`src/rtl/lqg_pkg.sv`:
```
package lqg_pkg;
   typedef enum logic {
      CTR_WRAP = 1'b0,
      CTR_SAT  = 1'b1
   } ctr_mode_e;
endpackage

```
`src/rtl/lqg_ring_ptr.sv`:
```
module lqg_ring_ptr #(
   parameter int DEPTH = 16,
   localparam int IDX_W = $clog2(DEPTH),
   localparam int OCC_W = $clog2(DEPTH + 1)
) (
   input  logic             clk,
   input  logic             rst_n,
   input  logic             push,
   input  logic             pop,
   input  logic             flush,
   input  logic [IDX_W-1:0] flush_idx,
   output logic [IDX_W-1:0] head,
   output logic [IDX_W-1:0] tail,
   output logic [OCC_W-1:0] occ
);
   initial begin : p_elab
      assert (DEPTH >= 2 && (DEPTH & (DEPTH - 1)) == 0)
         else $fatal(1, "DEPTH must be a power of two, at least 2");
   end

   always_ff @(posedge clk) begin
      if (!rst_n) begin
         head <= '0;
         tail <= '0;
         occ  <= '0;
      end else if (flush) begin
         // everything from the flushed slot onward is dropped
         tail <= flush_idx;
         occ  <= '0;
      end else begin
         if (push) tail <= tail + IDX_W'(1);
         if (pop)  head <= head + IDX_W'(1);
         occ <= occ + OCC_W'(push) - OCC_W'(pop);
      end
   end

   a_r1_no_overflow: assert property (@(posedge clk) disable iff (!rst_n)
      occ <= OCC_W'(DEPTH));
   a_r1_push_has_room: assert property (@(posedge clk) disable iff (!rst_n)
      push |-> occ < OCC_W'(DEPTH));
endmodule

```
`src/rtl/lqg_age_scan.sv`:
```
module lqg_age_scan #(
   parameter int DEPTH = 16,
   localparam int IDX_W = $clog2(DEPTH)
) (
   input  logic [IDX_W-1:0] head,
   input  logic [DEPTH-1:0] valid,
   input  logic [DEPTH-1:0] done,
   output logic [DEPTH-1:0] older_pend
);
   // Walk from the oldest slot: each slot sees whether any older slot
   // is still waiting for its data.
   logic [IDX_W-1:0] pos;
   logic             pend;

   always_comb begin
      older_pend = '0;
      pend       = 1'b0;
      pos        = head;
      for (int k = 0; k < DEPTH; k++) begin
         pos             = head + IDX_W'(k);
         older_pend[pos] = pend;
         pend            = pend | (valid[pos] & ~done[pos]);
      end
   end
endmodule

```
`src/rtl/lqg_entry_array.sv`:
```
module lqg_entry_array #(
   parameter int DEPTH = 16,
   parameter int TAG_W = 26,
   localparam int IDX_W = $clog2(DEPTH)
) (
   input  logic             clk,
   input  logic             rst_n,
   input  logic             flush,
   input  logic             alloc_fire,
   input  logic [IDX_W-1:0] alloc_slot,
   input  logic             retire_fire,
   input  logic [IDX_W-1:0] head,
   input  logic             done_valid,
   input  logic [IDX_W-1:0] done_idx,
   input  logic [TAG_W-1:0] done_tag,
   input  logic             snoop_valid,
   input  logic [TAG_W-1:0] snoop_tag,
   input  logic [DEPTH-1:0] older_pend,
   output logic [DEPTH-1:0] valid_q,
   output logic [DEPTH-1:0] done_q,
   output logic [DEPTH-1:0] mark_q
);
   initial begin : p_elab
      assert (TAG_W >= 1) else $fatal(1, "TAG_W must be positive");
   end

   for (genvar e = 0; e < DEPTH; e++) begin : g_ent
      logic [TAG_W-1:0] tag_q;
      logic             hit;

      // compare uses state from the start of the cycle
      assign hit = snoop_valid && valid_q[e] && done_q[e] &&
                   (tag_q == snoop_tag) && older_pend[e];

      always_ff @(posedge clk) begin
         if (!rst_n) begin
            valid_q[e] <= 1'b0;
            done_q[e]  <= 1'b0;
            mark_q[e]  <= 1'b0;
            tag_q      <= '0;
         end else if (flush) begin
            valid_q[e] <= 1'b0;
            done_q[e]  <= 1'b0;
            mark_q[e]  <= 1'b0;
         end else if (alloc_fire && alloc_slot == IDX_W'(e)) begin
            valid_q[e] <= 1'b1;
            done_q[e]  <= 1'b0;
            mark_q[e]  <= 1'b0;
         end else begin
            if (retire_fire && head == IDX_W'(e)) begin
               valid_q[e] <= 1'b0;
               done_q[e]  <= 1'b0;
               mark_q[e]  <= 1'b0;
            end else begin
               // completion of an unallocated slot is dropped
               if (done_valid && done_idx == IDX_W'(e) && valid_q[e] && !done_q[e]) begin
                  done_q[e] <= 1'b1;
                  tag_q     <= done_tag;
               end
               if (hit) mark_q[e] <= 1'b1;
            end
         end
      end

      a_r3_mark_on_done: assert property (@(posedge clk) disable iff (!rst_n)
         mark_q[e] |-> (valid_q[e] && done_q[e]));
      a_r4_mark_needs_older: assert property (@(posedge clk) disable iff (!rst_n)
         $rose(mark_q[e]) |-> $past(older_pend[e] && snoop_valid));
   end
endmodule

```
`src/rtl/lqg_evt_ctr.sv`:
```
module lqg_evt_ctr #(
   parameter int CNT_W = 16,
   parameter lqg_pkg::ctr_mode_e MODE = lqg_pkg::CTR_SAT
) (
   input  logic             clk,
   input  logic             rst_n,
   input  logic             inc,
   output logic [CNT_W-1:0] q
);
   initial begin : p_elab
      assert (CNT_W >= 1 && CNT_W <= 64) else $fatal(1, "CNT_W out of range");
   end

   if (MODE == lqg_pkg::CTR_SAT) begin : g_sat
      always_ff @(posedge clk) begin
         if (!rst_n)                 q <= '0;
         else if (inc && (q != '1))  q <= q + CNT_W'(1);
      end
      a_r7_count_step: assert property (@(posedge clk) disable iff (!rst_n)
         inc |=> (q == $past(q) + CNT_W'(1)) || ($past(q) == '1 && q == '1));
   end else begin : g_wrap
      always_ff @(posedge clk) begin
         if (!rst_n)   q <= '0;
         else if (inc) q <= q + CNT_W'(1);
      end
      a_r7_count_step: assert property (@(posedge clk) disable iff (!rst_n)
         inc |=> q == $past(q) + CNT_W'(1));
   end

   a_r7_count_hold: assert property (@(posedge clk) disable iff (!rst_n)
      !inc |=> $stable(q));
endmodule

```
`src/rtl/load_order_guard.sv`:
```
module load_order_guard #(
   parameter int DEPTH    = 16,
   parameter int ADDR_W   = 32,
   parameter int LINE_OFF = 6,
   parameter int CNT_W    = 16,
   parameter lqg_pkg::ctr_mode_e CNT_MODE = lqg_pkg::CTR_SAT,
   localparam int IDX_W = $clog2(DEPTH),
   localparam int TAG_W = ADDR_W - LINE_OFF
) (
   input  logic              clk,
   input  logic              rst_n,
   input  logic              alloc_valid,
   output logic              alloc_ready,
   output logic [IDX_W-1:0]  alloc_idx,
   input  logic              done_valid,
   input  logic [IDX_W-1:0]  done_idx,
   input  logic [ADDR_W-1:0] done_addr,
   input  logic              snoop_valid,
   input  logic [ADDR_W-1:0] snoop_addr,
   input  logic              retire_req,
   output logic              retire_grant,
   output logic              flush_valid,
   output logic [IDX_W-1:0]  flush_idx,
   output logic [CNT_W-1:0]  flush_count
);
   localparam int OCC_W = $clog2(DEPTH + 1);

   initial begin : p_elab
      assert (LINE_OFF >= 0 && LINE_OFF < ADDR_W)
         else $fatal(1, "LINE_OFF must leave at least one tag bit");
   end

   logic [IDX_W-1:0] head, tail;
   logic [OCC_W-1:0] occ;
   logic [DEPTH-1:0] valid_q, done_q, mark_q, older_pend;
   logic             alloc_fire, head_ready;
   logic [TAG_W-1:0] done_tag, snoop_tag;
   logic             unused_offset_bits;

   // only the line part of an address takes part in the compare
   assign done_tag  = done_addr[ADDR_W-1:LINE_OFF];
   assign snoop_tag = snoop_addr[ADDR_W-1:LINE_OFF];
   if (LINE_OFF > 0) begin : g_off
      assign unused_offset_bits = ^{done_addr[LINE_OFF-1:0], snoop_addr[LINE_OFF-1:0]};
   end else begin : g_nooff
      assign unused_offset_bits = 1'b0;
   end

   assign head_ready   = valid_q[head] && done_q[head];
   assign retire_grant = retire_req && head_ready && !mark_q[head];
   assign flush_valid  = retire_req && head_ready && mark_q[head];
   assign flush_idx    = head;
   assign alloc_ready  = (occ != OCC_W'(DEPTH)) && !flush_valid;
   assign alloc_fire   = alloc_valid && alloc_ready;
   assign alloc_idx    = tail;

   lqg_ring_ptr #(.DEPTH(DEPTH)) u_ptr (
      .clk       (clk),
      .rst_n     (rst_n),
      .push      (alloc_fire),
      .pop       (retire_grant),
      .flush     (flush_valid),
      .flush_idx (flush_idx),
      .head      (head),
      .tail      (tail),
      .occ       (occ)
   );

   lqg_age_scan #(.DEPTH(DEPTH)) u_age (
      .head       (head),
      .valid      (valid_q),
      .done       (done_q),
      .older_pend (older_pend)
   );

   lqg_entry_array #(.DEPTH(DEPTH), .TAG_W(TAG_W)) u_ent (
      .clk         (clk),
      .rst_n       (rst_n),
      .flush       (flush_valid),
      .alloc_fire  (alloc_fire),
      .alloc_slot  (tail),
      .retire_fire (retire_grant),
      .head        (head),
      .done_valid  (done_valid),
      .done_idx    (done_idx),
      .done_tag    (done_tag),
      .snoop_valid (snoop_valid),
      .snoop_tag   (snoop_tag),
      .older_pend  (older_pend),
      .valid_q     (valid_q),
      .done_q      (done_q),
      .mark_q      (mark_q)
   );

   lqg_evt_ctr #(.CNT_W(CNT_W), .MODE(CNT_MODE)) u_ctr (
      .clk   (clk),
      .rst_n (rst_n),
      .inc   (flush_valid),
      .q     (flush_count)
   );

   a_r2_retire_frees: assert property (@(posedge clk) disable iff (!rst_n)
      (retire_grant && !alloc_fire) |=> occ == $past(occ) - OCC_W'(1));
   a_r6_flush_empties: assert property (@(posedge clk) disable iff (!rst_n)
      flush_valid |=> (occ == '0 && alloc_idx == $past(flush_idx)));
   a_r6_flush_excl: assert property (@(posedge clk) disable iff (!rst_n)
      $onehot0({retire_grant, flush_valid}));
endmodule

```
`config.mk`:
```
export PLATFORM = sky130hd
export DESIGN_NAME = load_order_guard
export DESIGN_NICKNAME = d
export VERILOG_FILES = /design/src/rtl/lqg_pkg.sv /design/src/rtl/lqg_ring_ptr.sv /design/src/rtl/lqg_age_scan.sv /design/src/rtl/lqg_entry_array.sv /design/src/rtl/lqg_evt_ctr.sv /design/src/rtl/load_order_guard.sv
export SDC_FILE = /design/constraint.sdc
export NUM_CORES = 2
export LEC_CHECK = 0
export BUFFER_PORTS_ARGS = -buffer_cell sky130_fd_sc_hd__buf_2
export CAP_MARGIN = 20
export CORE_UTILIZATION = 55
export DETAILED_ROUTE_END_ITERATION = 8
export PLACE_DENSITY = 0.69
export REMOVE_ABC_BUFFERS = 1
export SLEW_MARGIN = 20
export SYNTH_ARGS = -nofsm -noshare
export SYNTH_HDL_FRONTEND = slang
export SYNTH_SLANG_ARGS = --single-unit
```
`constraint.sdc`:
```
create_clock -name clk -period 8.8 [get_ports clk]
set_input_delay 0.44 -clock clk [delete_from_list [all_inputs] [get_ports clk]]
set_output_delay 0.44 -clock clk [all_outputs]
set_load 0.05 [all_outputs]
```
==> reports/qor.csv <==
metric,value,unit
outcome,"complete, no violations",
synth_edf_count,0,
critical_path.n_buffers_inverters,3,
final_layout_setup_total_negative_slack,0,ns
start_util,55.70,%
clock_insertion_delay_worst_skew,0.63,ns
yosys.area.top_type,dfxtp_1,
route.detailed.wl_per_inst,27.39,µm
drt-vias-per-instance,6.537,
number_of_cells_on_the_worst_hold_path,3,
largest_net_degree_at_the_start_of_global_routing,232,
sequential_cell_area,0.009869,mm²
final_nets,3344,
dpl_worst_slack,2.728,ns
finalClockSkew,0.02832,ns
tritoncts_clock_tree,built,
path_cells,"buf_4, inv_1, ha_1, a21boi_0, xnor2_2, buf_4, mux4_2, nand2b_1, or2_0, nor4b_4, nand2_1, nand2_1, o31ai_1, a41oi_1, nor2_1",
drt-total-wl,108200,µm
maxCapViolCount,0,
holdBufCountCts,0,
grt_pass1_vias,24350,
cellLeakagePower,0.01304,µW
critical-path-top-delay-family,simple AND/OR/NAND/NOR gates,
synth.top_cells.by_area,"dfxtp_1, mux2i_1, xnor2_1",
setup_ws,2.501,ns
worst_ep_arrival_time,6.80,ns
die_area,0.05172,mm²
cp_slowest_stage_delay,0.91,ns
synth_warnings,0,
r2r_cells,15,
chipWidth,227.4,µm
synth.top_cell.area_share,35.32,%
power_per_cell_area,170.2,mW/mm²
grt_antenna_before_repair,3,
height_of_the_die,227.4,µm
worstHoldPathType,in2reg,
grt_first_pass_wirelength,157500,µm
cts-resized-gates,0,
yosysUniqueCellTypes,89,
final-max-slew-violation-count,0,
drc_errors,0,
post_route_cells_drive_above_1_share,9.280,%
synth_area,0.02795,mm²
syn_area_per_cell,8.479,µm²
drt_pre_antenna_iters,8,
area_growth,8.300,%
final-setup-viol-count,0,
gp_congestion,1.050,
post-route-min-period,6.299,ns
post-route-period-util,71.58,%
via_count,25820,
finalHoldViolCount,0,
ios,101,
cp.required,9.30,ns
unrepaired_setup_endpoints_after_global_routing,false,
grt.total_usage,41.49,%
multi_input_comb_area,0.01688,mm²
tritoncts_sink_count,493,
asyncSetResetFlopFracSynth,0,%
critPathKind,reg2reg,
fmax,0.1587,GHz
cp_max_fo,28,
detailedRoute.firstIterationViolations,3453,
cts.root.buffer_cell,clkbuf_16,
peakVddDrop,0.1620,mV
port_buffers,88,
clkTransAtPathRegs,0.06,ns
least_margin_pin_slew,1.257,ns
ys_seq_area_share,35.32,%
clk_path_buf_depth,3,
post-cts-setup-buffer-count,0,
numCtsBuffers,53,
core-area,0.05017,mm²
slew_headroom,15.46,%
most_frequent_cells_in_the_layout,"dfxtp_1, nor2_1, nand2_1",
worst_path_max_delay_cell,nor4b_4,
postRouteAntennaNets,0,
critical_path_depth,15,
overflow,0,
synthCells,3296,
start_kind,register,
place.detailed.hpwl,69250,µm
fill_cells,4478,
synth_seq_cells,493,
row_count,82,
cts-htree-levels,2,
timing.critical_path.to_type,register,
synth_top_flop_cell,dfxtp_1,
layout.cells.most_common,dfxtp_1,
-- report_power, final --
group / internal, µW / switching [µW] / total, µW
Sequential: 2240 / 13.3 / 2260
Clock: 1250 / 949 / 2200
Combinational: 185 / 506 / 691
Total: 3680 / 1470 / 5150
-- tightest hold or removal path: stages --
cell and delay [ns]:
buf_2 0.27, nand2_1 0.11, a21oi_1 0.06
-- per-stage QoR --
stage	hold WS, ns	std cells	cell area [µm²]	power [µW]	util, %
5_1_grt	0.3325	3950	30270	5271	60.33
3_3_place_gp	0.4497	3858	28580	2960	56.97
6_report	0.3297	3950	30270	5153	60.33
2_1_floorplan	0.4220	3040	26780	2633	-
4_1_cts	0.3055	3948	30260	5133	60.31
3_5_place_dp	0.4563	3858	28580	2966	56.97
-- cells in the mapped netlist, drive strengths merged, types with 8 or more instances --
cell and n:
dfxtp 493, nor2 446, nand2 366, mux2i 325, xnor2 295, a21oi 212
clkbuf 185, xor2 153, nand4 96, o21ai 83, nand3 72, buf 71
nor4 55, a31oi 44, nor3 39, mux4 36, ha 28, nand2b 25
inv 24, nor2b 22, and2 20, o211ai 17, o22ai 15, and3 11
or3 11, or4 9, a22oi 8, a311oi 8, o221ai 8
-- sequential cells by signal, summed over array words and instances (netlist names) --
signal / count
u_ent.done_q: 16
u_ent.mark_q: 16
u_ptr.head: 4
u_ptr.occ: 5
u_ptr.tail: 4
u_ctr.q: 16
u_ent.g_ent.tag_q: 416
u_ent.valid_q: 16
-- layout make-up --
type | count | area share (%)
inverters | 24 | 0.3224
clock buffers | 80 | 5.184
flip-flops and latches | 493 | 32.61
well taps | 672 | 2.778
repair buffers | 146 | 2.935
diodes | 2 | 0.01654
clock inverters | 10 | 0.3679
multi-input cells | 2523 | 55.79
-- routing by layer --
layer,vias to the layer above,global-route usage (%),wire length [µm]
met5,-,0,0
met4,0,25.72,7501
met3,408,7.486,11090
met2,1618,65.66,48240
met1,12530,52.42,41360
li1,11270,-,-
-- cell families after synthesis --
kind of cell / count (synthesis) / synth area share (%)
multiplexers: 366 / 14.74
adder cells (fa/ha/maj): 29 / 1.325
AND/OR/NAND/NOR: 1210 / 19.98
AO/OA/AOI/OAI: 470 / 10.09
XOR/XNOR: 448 / 14.04
buffers and inverters: 280 / 4.504
flip-flops: 493 / 35.32
-- path summary, 6_finish.rpt --
check / startpoint / end / slack [ns]
max: u_ptr.head[1] / u_ent.mark_q[0] / 2.50
min: done_addr[19] / u_ent.g_ent[1].tag_q[13] / 0.33
max reg2reg: u_ptr.head[1] / u_ent.mark_q[0] / 2.50
min reg2reg: u_ent.g_ent[0].tag_q[7] / u_ent.g_ent[0].tag_q[7] / 0.46
Power figures use the tool's default switching activity.
